==> config.mk <==
export PLATFORM = sky130hd
export DESIGN_NAME = pme_root_ctrl
export DESIGN_NICKNAME = d
export VERILOG_FILES = /design/src/rtl/pme_root_pkg.sv /design/src/rtl/pme_event_tracker.sv /design/src/rtl/err_serr_gen.sv /design/src/rtl/pme_root_ctrl.sv
export SDC_FILE = /design/constraint.sdc
export NUM_CORES = 1
export LEC_CHECK = 0
export ABC_AREA = 1
export CAP_MARGIN = 20
export CORE_MARGIN = 5
export CORE_UTILIZATION = 38
export DETAILED_ROUTE_END_ITERATION = 10
export PLACE_DENSITY = 0.77
export SYNTH_ARGS = -nofsm -noshare
export SYNTH_HDL_FRONTEND = slang
export SYNTH_SLANG_ARGS = --single-unit
==> constraint.sdc <==
create_clock -name clk -period 1.2 [get_ports clk]
set_input_delay 0.24 -clock clk [delete_from_list [all_inputs] [get_ports clk]]
set_output_delay 0.24 -clock clk [all_outputs]
set_load 0.01 [all_outputs]
==> src/rtl/pme_root_pkg.sv <==
// Package: shared widths, bit positions and the control field type for the
// root port PME status controller. Assumes 16-bit control, 32-bit status.
package pme_root_pkg;
    parameter int CTL_W   = 16;
    parameter int STS_W   = 32;
    parameter int RID_W   = 16;
    parameter int ERR_CLS = 3;

    localparam int STS_BIT  = RID_W;      // status flag position
    localparam int PEND_BIT = RID_W + 1;  // pending flag position
    localparam int CTL_USED = ERR_CLS + 1;

    typedef struct packed {
        logic irq_en;     // bit 3
        logic fatal_en;   // bit 2
        logic nonfat_en;  // bit 1
        logic corr_en;    // bit 0
    } root_ctl_t;
endpackage

==> src/rtl/pme_event_tracker.sv <==
// Module: holds PME status, the captured requestor ID, one pending event and
// a sticky overflow flag. Assumes evt_valid is a one-cycle strobe and ack is
// the decoded write-one-to-clear of the status flag.
module pme_event_tracker #(
    parameter int RID_W = 16
) (
    input  logic             clk,
    input  logic             rst_n,
    input  logic             evt_valid,
    input  logic [RID_W-1:0] evt_rid,
    input  logic             ack,
    output logic             sts_q,
    output logic             pend_q,
    output logic [RID_W-1:0] rid_q,
    output logic             ovf_q
);
    logic [RID_W-1:0] pend_rid_q;
    logic             ack_eff;

    // An acknowledge only acts while status is set.
    assign ack_eff = ack && sts_q;

    // Status, capture, pending slot and overflow update.
    always_ff @(posedge clk) begin
        if (!rst_n) begin
            sts_q      <= 1'b0;
            pend_q     <= 1'b0;
            rid_q      <= '0;
            pend_rid_q <= '0;
            ovf_q      <= 1'b0;
        end else if (evt_valid && ack_eff) begin
            if (pend_q) begin
                rid_q      <= pend_rid_q;
                pend_rid_q <= evt_rid;
            end else begin
                rid_q <= evt_rid;
            end
        end else if (evt_valid) begin
            if (!sts_q) begin
                sts_q <= 1'b1;
                rid_q <= evt_rid;
            end else if (!pend_q) begin
                pend_q     <= 1'b1;
                pend_rid_q <= evt_rid;
            end else begin
                ovf_q <= 1'b1;
            end
        end else if (ack_eff) begin
            if (pend_q) begin
                rid_q  <= pend_rid_q;
                pend_q <= 1'b0;
            end else begin
                sts_q <= 1'b0;
            end
        end
    end

    assert_pend_needs_sts_R4: assert property (@(posedge clk) disable iff (!rst_n)
        pend_q |-> sts_q);
    assert_rid_hold_R4: assert property (@(posedge clk) disable iff (!rst_n)
        (sts_q && evt_valid && !ack_eff) |=> $stable(rid_q));
    assert_first_capture_R3: assert property (@(posedge clk) disable iff (!rst_n)
        (!sts_q && evt_valid) |=> (sts_q && rid_q == $past(evt_rid)));
    assert_promote_R5: assert property (@(posedge clk) disable iff (!rst_n)
        (ack_eff && pend_q && !evt_valid) |=> (sts_q && !pend_q && rid_q == $past(pend_rid_q)));
    assert_ovf_sticky_R7: assert property (@(posedge clk) disable iff (!rst_n)
        ovf_q |=> ovf_q);
endmodule

==> src/rtl/err_serr_gen.sv <==
// Module: turns per-class error reports into a registered one-cycle
// system-error pulse. Assumes reports are sampled each cycle, and that a class
// counts only when both its own enable and the command enable are set.
module err_serr_gen #(
    parameter int NCLS = 3
) (
    input  logic            clk,
    input  logic            rst_n,
    input  logic [NCLS-1:0] err,
    input  logic [NCLS-1:0] cls_en,
    input  logic            cmd_en,
    output logic            serr_q
);
    logic [NCLS-1:0] qual;

    // Per-class qualification.
    for (genvar g = 0; g < NCLS; g++) begin : g_cls
        assign qual[g] = err[g] & cls_en[g];
    end

    // Register the combined pulse.
    always_ff @(posedge clk) begin
        if (!rst_n) serr_q <= 1'b0;
        else        serr_q <= cmd_en && (|qual);
    end

    assert_serr_cmd_gate_R9: assert property (@(posedge clk) disable iff (!rst_n)
        serr_q |-> $past(cmd_en));
    assert_serr_source_R9: assert property (@(posedge clk) disable iff (!rst_n)
        serr_q |-> ($past(err) != '0));
endmodule

==> src/rtl/pme_root_ctrl.sv <==
// Module: top of the root port PME status controller. Holds the control
// register, decodes the status write-one-to-clear, assembles read values and
// drives the interrupt. Assumes single-cycle write strobes.
module pme_root_ctrl
    import pme_root_pkg::*;
(
    input  logic        clk,
    input  logic        rst_n,
    input  logic        ctl_wr,
    input  logic [15:0] ctl_wdata,
    input  logic        sts_wr,
    input  logic [31:0] sts_wdata,
    output logic [15:0] ctl_rdata,
    output logic [31:0] sts_rdata,
    input  logic        pme_valid,
    input  logic [15:0] pme_rid,
    input  logic        err_fatal,
    input  logic        err_nonfatal,
    input  logic        err_corr,
    input  logic        cmd_serr_en,
    output logic        pme_irq,
    output logic        serr_pulse,
    output logic        pme_overflow
);
    root_ctl_t        ctl_q;
    logic             sts_flag;
    logic             pend_flag;
    logic [RID_W-1:0] cap_rid;
    logic             ack;

    // Control register: only the defined low bits are stored.
    always_ff @(posedge clk) begin
        if (!rst_n)      ctl_q <= '0;
        else if (ctl_wr) ctl_q <= root_ctl_t'(ctl_wdata[CTL_USED-1:0]);
    end

    // Write-one-to-clear decode of the status flag.
    assign ack = sts_wr && sts_wdata[STS_BIT];

    pme_event_tracker #(.RID_W(RID_W)) u_trk (
        .clk      (clk),
        .rst_n    (rst_n),
        .evt_valid(pme_valid),
        .evt_rid  (pme_rid),
        .ack      (ack),
        .sts_q    (sts_flag),
        .pend_q   (pend_flag),
        .rid_q    (cap_rid),
        .ovf_q    (pme_overflow)
    );

    err_serr_gen #(.NCLS(ERR_CLS)) u_err (
        .clk   (clk),
        .rst_n (rst_n),
        .err   ({err_fatal, err_nonfatal, err_corr}),
        .cls_en({ctl_q.fatal_en, ctl_q.nonfat_en, ctl_q.corr_en}),
        .cmd_en(cmd_serr_en),
        .serr_q(serr_pulse)
    );

    // Read values with reserved bits forced to zero.
    assign ctl_rdata = {{(CTL_W-CTL_USED){1'b0}}, ctl_q};
    assign sts_rdata = {{(STS_W-RID_W-2){1'b0}}, pend_flag, sts_flag, cap_rid};

    // Level interrupt.
    assign pme_irq = ctl_q.irq_en && sts_flag;

    assert_irq_needs_sts_R8: assert property (@(posedge clk) disable iff (!rst_n)
        pme_irq |-> sts_rdata[STS_BIT]);
    assert_ctl_reserved_R2: assert property (@(posedge clk) disable iff (!rst_n)
        ctl_rdata[CTL_W-1:CTL_USED] == '0);
endmodule

==> results <==
- In the final routed layout, each cell accounts on average for 12.1 um.
- The clock latency at the later pin of the worst-skew pair is 0.30 ns.
- The final reports fail on negative setup slack.
- Across the VDD grid, the largest voltage drop is 447 uV.
- The initial utilization of the core area, before any placement, comes to 0.395.
- The proportion of register bits with asynchronous set or reset after synthesis is 0.
- Once layout is complete, the utilization of the core stands at 0.563.
- Clock tree synthesis inserted a total of 5 buffers.
- The required arrival time at the worst endpoint is 1.40 ns.
- Based on the critical path, the design can be clocked at up to 0.797 GHz.
- The routed design could run at a clock period as short as 1.26 ns.
- After floorplanning, the core was sized to cover 6870 um2.
- The final route contains 2976 vias.
- The worst setup path is captured at a flop.
- The global placement routability congestion is 0.866.
- The cell count after synthesis is 471.
- Dividing total power by cell area gives a power density of 954 nW/um2.
- In the post-synthesis netlist, the biggest area contributors are sky130_fd_sc_hd__nand2_1 32%, sky130_fd_sc_hd__dfxtp_1 30%, sky130_fd_sc_hd__buf_4 8.6%.
- The number of inserted diodes is 0.
- For this block, the initial DRC count from the detailed router was 403.
- Max-cap violations in this run came to 0.
- The number of antenna violations at the first check in global routing was 0.
- Setup repair after global routing could not meet its margin everywhere.
- The length of routed wiring on met1 is 3090 um.
- The CTS tree is yes.
- After synthesis, the netlist uses 19 different library cells.
- The arrival time reported for the critical path endpoint is 1.46 ns.
- The primary flip-flop cell chosen by synthesis mapping is sky130_fd_sc_hd__dfxtp_1.
- Entering global routing, the biggest net connects 20 pins.
- By instance count, the leading cell after synthesis is sky130_fd_sc_hd__nand2_1.
- The wire length of the first global-routing pass is 12100 um.
- The flow ran to the end, but the final reports show violations.
- Summed over all instances, the cell type with the most area after synthesis is sky130_fd_sc_hd__nand2_1.
- The worst clock skew is 0.00671 ns.
- The final period utilization is 1.05.
- The floorplan has 30 rows.
- The total I/O pin count is 124.
- The die covers 8920 um2.
- The critical path in this run is classified as reg2reg.
- In this run the number of H-tree levels came out at 2.
- Yosys mapped a number of flops with a built-in enable equal to 0.
- The horizontal die dimension is 94.5 um.
- The worst setup path is launched from a flop.
- The relative area change from synthesis to final layout is 42.5%.
- The uppermost layer routed is met4.
- Setup slack on the critical path of the routed design comes to -0.0550 ns.
- Measured along the y axis, the die boundary spans 94.5 um.
- The sum of negative setup slack is -0.768 ns.
- The maximum clock path buffer count is 2.
- The number of hold-slack violations in the final timing report is 0.
- During placement, the flow inserted port buffers numbering 54.
- The path class of the tightest hold or removal check is reg2reg.
- The detail route stage leaves a number of antenna-violating nets equal to 0.
- Summed over all cells, the static leakage comes to 2.08 nW.
- The cell at the root of the clock tree is sky130_fd_sc_hd__clkbuf_8.
- After detailed routing, the number of remaining DRC violations is 0.
- Of the cells placed in the final design, the portion with a size suffix greater than 1 is 0.199.
- The via-per-instance ratio is 4.63.
- Wires add up to 7790 um.
- The count of clock tree sinks is 40.
- The commonest cells after synthesis are 230 x sky130_fd_sc_hd__nand2_1, 55 x sky130_fd_sc_hd__inv_1, 40 x sky130_fd_sc_hd__dfxtp_1, 40 x sky130_fd_sc_hd__nor2_1, 31 x sky130_fd_sc_hd__buf_4.
- Summing every instance area after synthesis gives 2710 um2.
- The total routing resource utilization after global routing is 0.168.
- Dividing the synthesized area by the synthesized cell count gives 5.76 um2.
- Summed over all layers, the global routing overflow is 0.
- The detailed-router iteration count before antenna repair is 5.
- After detailed routing, the met2 layer carries 3880 um of wire.
- The number of pins with negative max-slew slack in the final report is 0.
- The area share of the leading cell type in the synthesized netlist is 0.318.
- The flip-flop and latch count after synthesis is 40.
- The number of global-route vias before repair was 2659.
- For this run, the number of Yosys warnings is 0.
- The met3 layer wire length in the routed design is 671 um.
- Along the worst path, the maximum fanout reaches 6.
- The final layout contains 619 nets.
- Setup violations remaining at the end of the flow were counted as 32.
- The post-CTS clock slew at the launch and capture registers of the worst setup and hold paths is 0.08 ns.
- The share of the Yosys chip area taken by registers is 0.295.
- The HPWL after detailed placement is 5150 um.
==> kinds of logic (layout without fill, tap and decap cells) <==
family / after synthesis / in the layout / synth area share
simple gates: 299 / 299 / 0.438
buf+inv: 107 / 158 / 0.221
flops: 40 / 40 / 0.295
compound gates: 24 / 24 / 0.0443
other cells: 1 / 26 / 0.00138
==> state kept, by name (all words and copies together), names as in the netlist <==
name	cells
u_trk.pend_rid_q	16
u_trk.rid_q	16
ctl_rdata	4
u_err.serr_q	1
u_trk.ovf_q	1
u_trk.pend_q	1
u_trk.sts_q	1
==> layer usage <==
metal  vias up  GRT usage
met3        21     0.0327
met1      1303      0.210
met4         0     0.0637
met2       171      0.283
met5         -          0
li1       1481          -
==> repair_timing <==
item                       in CTS  in global routing
gates cloned                    4                  0
buffers inserted                5                  1
setup endpoints to repair      57                 43
hold buffers                    0                  0
pin swaps                       8                 17
gates resized for setup        63                 63
==> metrics by stage <==
step	area (um2)	power (mW)	setup WS, ns	hold slack (ns)	instances
floorplan	2810	2.10	0.0533	0.366	496
global placement	3370	2.41	-0.396	0.442	625
detailed placement	3370	2.43	-0.413	0.447	625
CTS	3660	3.59	-0.0475	0.456	642
global route	3860	3.89	-0.116	0.483	643
finish	3860	3.69	-0.0550	0.450	643
==> worst max-delay path: stages, from the launching register on <==
cell and delay (ns):
sky130_fd_sc_hd__dfxtp_4 0.38, sky130_fd_sc_hd__buf_6 0.11, sky130_fd_sc_hd__nand2_4 0.06, sky130_fd_sc_hd__inv_4 0.09, sky130_fd_sc_hd__nand2_8 0.08, sky130_fd_sc_hd__buf_6 0.14
sky130_fd_sc_hd__nand2_1 0.05, sky130_fd_sc_hd__nand2_1 0.06, sky130_fd_sc_hd__nor2_1 0.12, sky130_fd_sc_hd__nor2_1 0.06
==> path summary, 6_finish.rpt <==
check                                 from                                 to  slack [ns]  depth (start not counted)
setup / recovery  u_trk.sts_q$_SDFFE_PN0P_  u_trk.pend_rid_q[12]$_SDFFE_PN0P_       -0.06                          9
hold / removal    u_trk.ovf_q$_SDFFE_PN0P_           u_trk.ovf_q$_SDFFE_PN0P_        0.45                          2
setup reg to reg  u_trk.sts_q$_SDFFE_PN0P_  u_trk.pend_rid_q[12]$_SDFFE_PN0P_       -0.06                          9
hold reg to reg   u_trk.ovf_q$_SDFFE_PN0P_           u_trk.ovf_q$_SDFFE_PN0P_        0.45                          2
==> report_power, final <==
group          leakage [nW]  total [mW]  switching [mW]  internal, mW
sequential            0.331        1.49          0.0648          1.43
combinational          1.70        1.07           0.585         0.487
clock                0.0541        1.12           0.509         0.616
==> cell usage in the layout, fill, tap and decap left out, types with 2 or more instances in the layout <==
cell type	n
sky130_fd_sc_hd__o21ai_0	5
sky130_fd_sc_hd__conb_1	26
sky130_fd_sc_hd__inv_1	54
sky130_fd_sc_hd__nand2_1	218
sky130_fd_sc_hd__a21oi_1	11
sky130_fd_sc_hd__clkbuf_2	2
sky130_fd_sc_hd__nand2_8	2
sky130_fd_sc_hd__clkdlybuf4s15_1	7
sky130_fd_sc_hd__nor2_1	30
sky130_fd_sc_hd__nand2_4	8
sky130_fd_sc_hd__inv_2	2
sky130_fd_sc_hd__nand3_2	13
sky130_fd_sc_hd__a21oi_2	7
sky130_fd_sc_hd__buf_8	2
sky130_fd_sc_hd__buf_6	7
sky130_fd_sc_hd__dfxtp_1	38
sky130_fd_sc_hd__dfxtp_4	2
sky130_fd_sc_hd__dlygate4sd2_1	17
sky130_fd_sc_hd__buf_16	3
sky130_fd_sc_hd__nand3_1	4
sky130_fd_sc_hd__clkbuf_8	5
sky130_fd_sc_hd__clkdlybuf4s50_1	26
sky130_fd_sc_hd__nand2_2	11
sky130_fd_sc_hd__nor2_2	10
sky130_fd_sc_hd__buf_12	7
sky130_fd_sc_hd__buf_4	20
==> layout make-up <==
type	count	area (um2)
tap	96	120
timing repair buffer	91	971
clock buffer	5	68.8
sequential	40	808
inverter	59	229
fill	624	3000
multi-input combinational	349	1630
clock inverter	3	42.5
(Power assumes the default switching activity.)
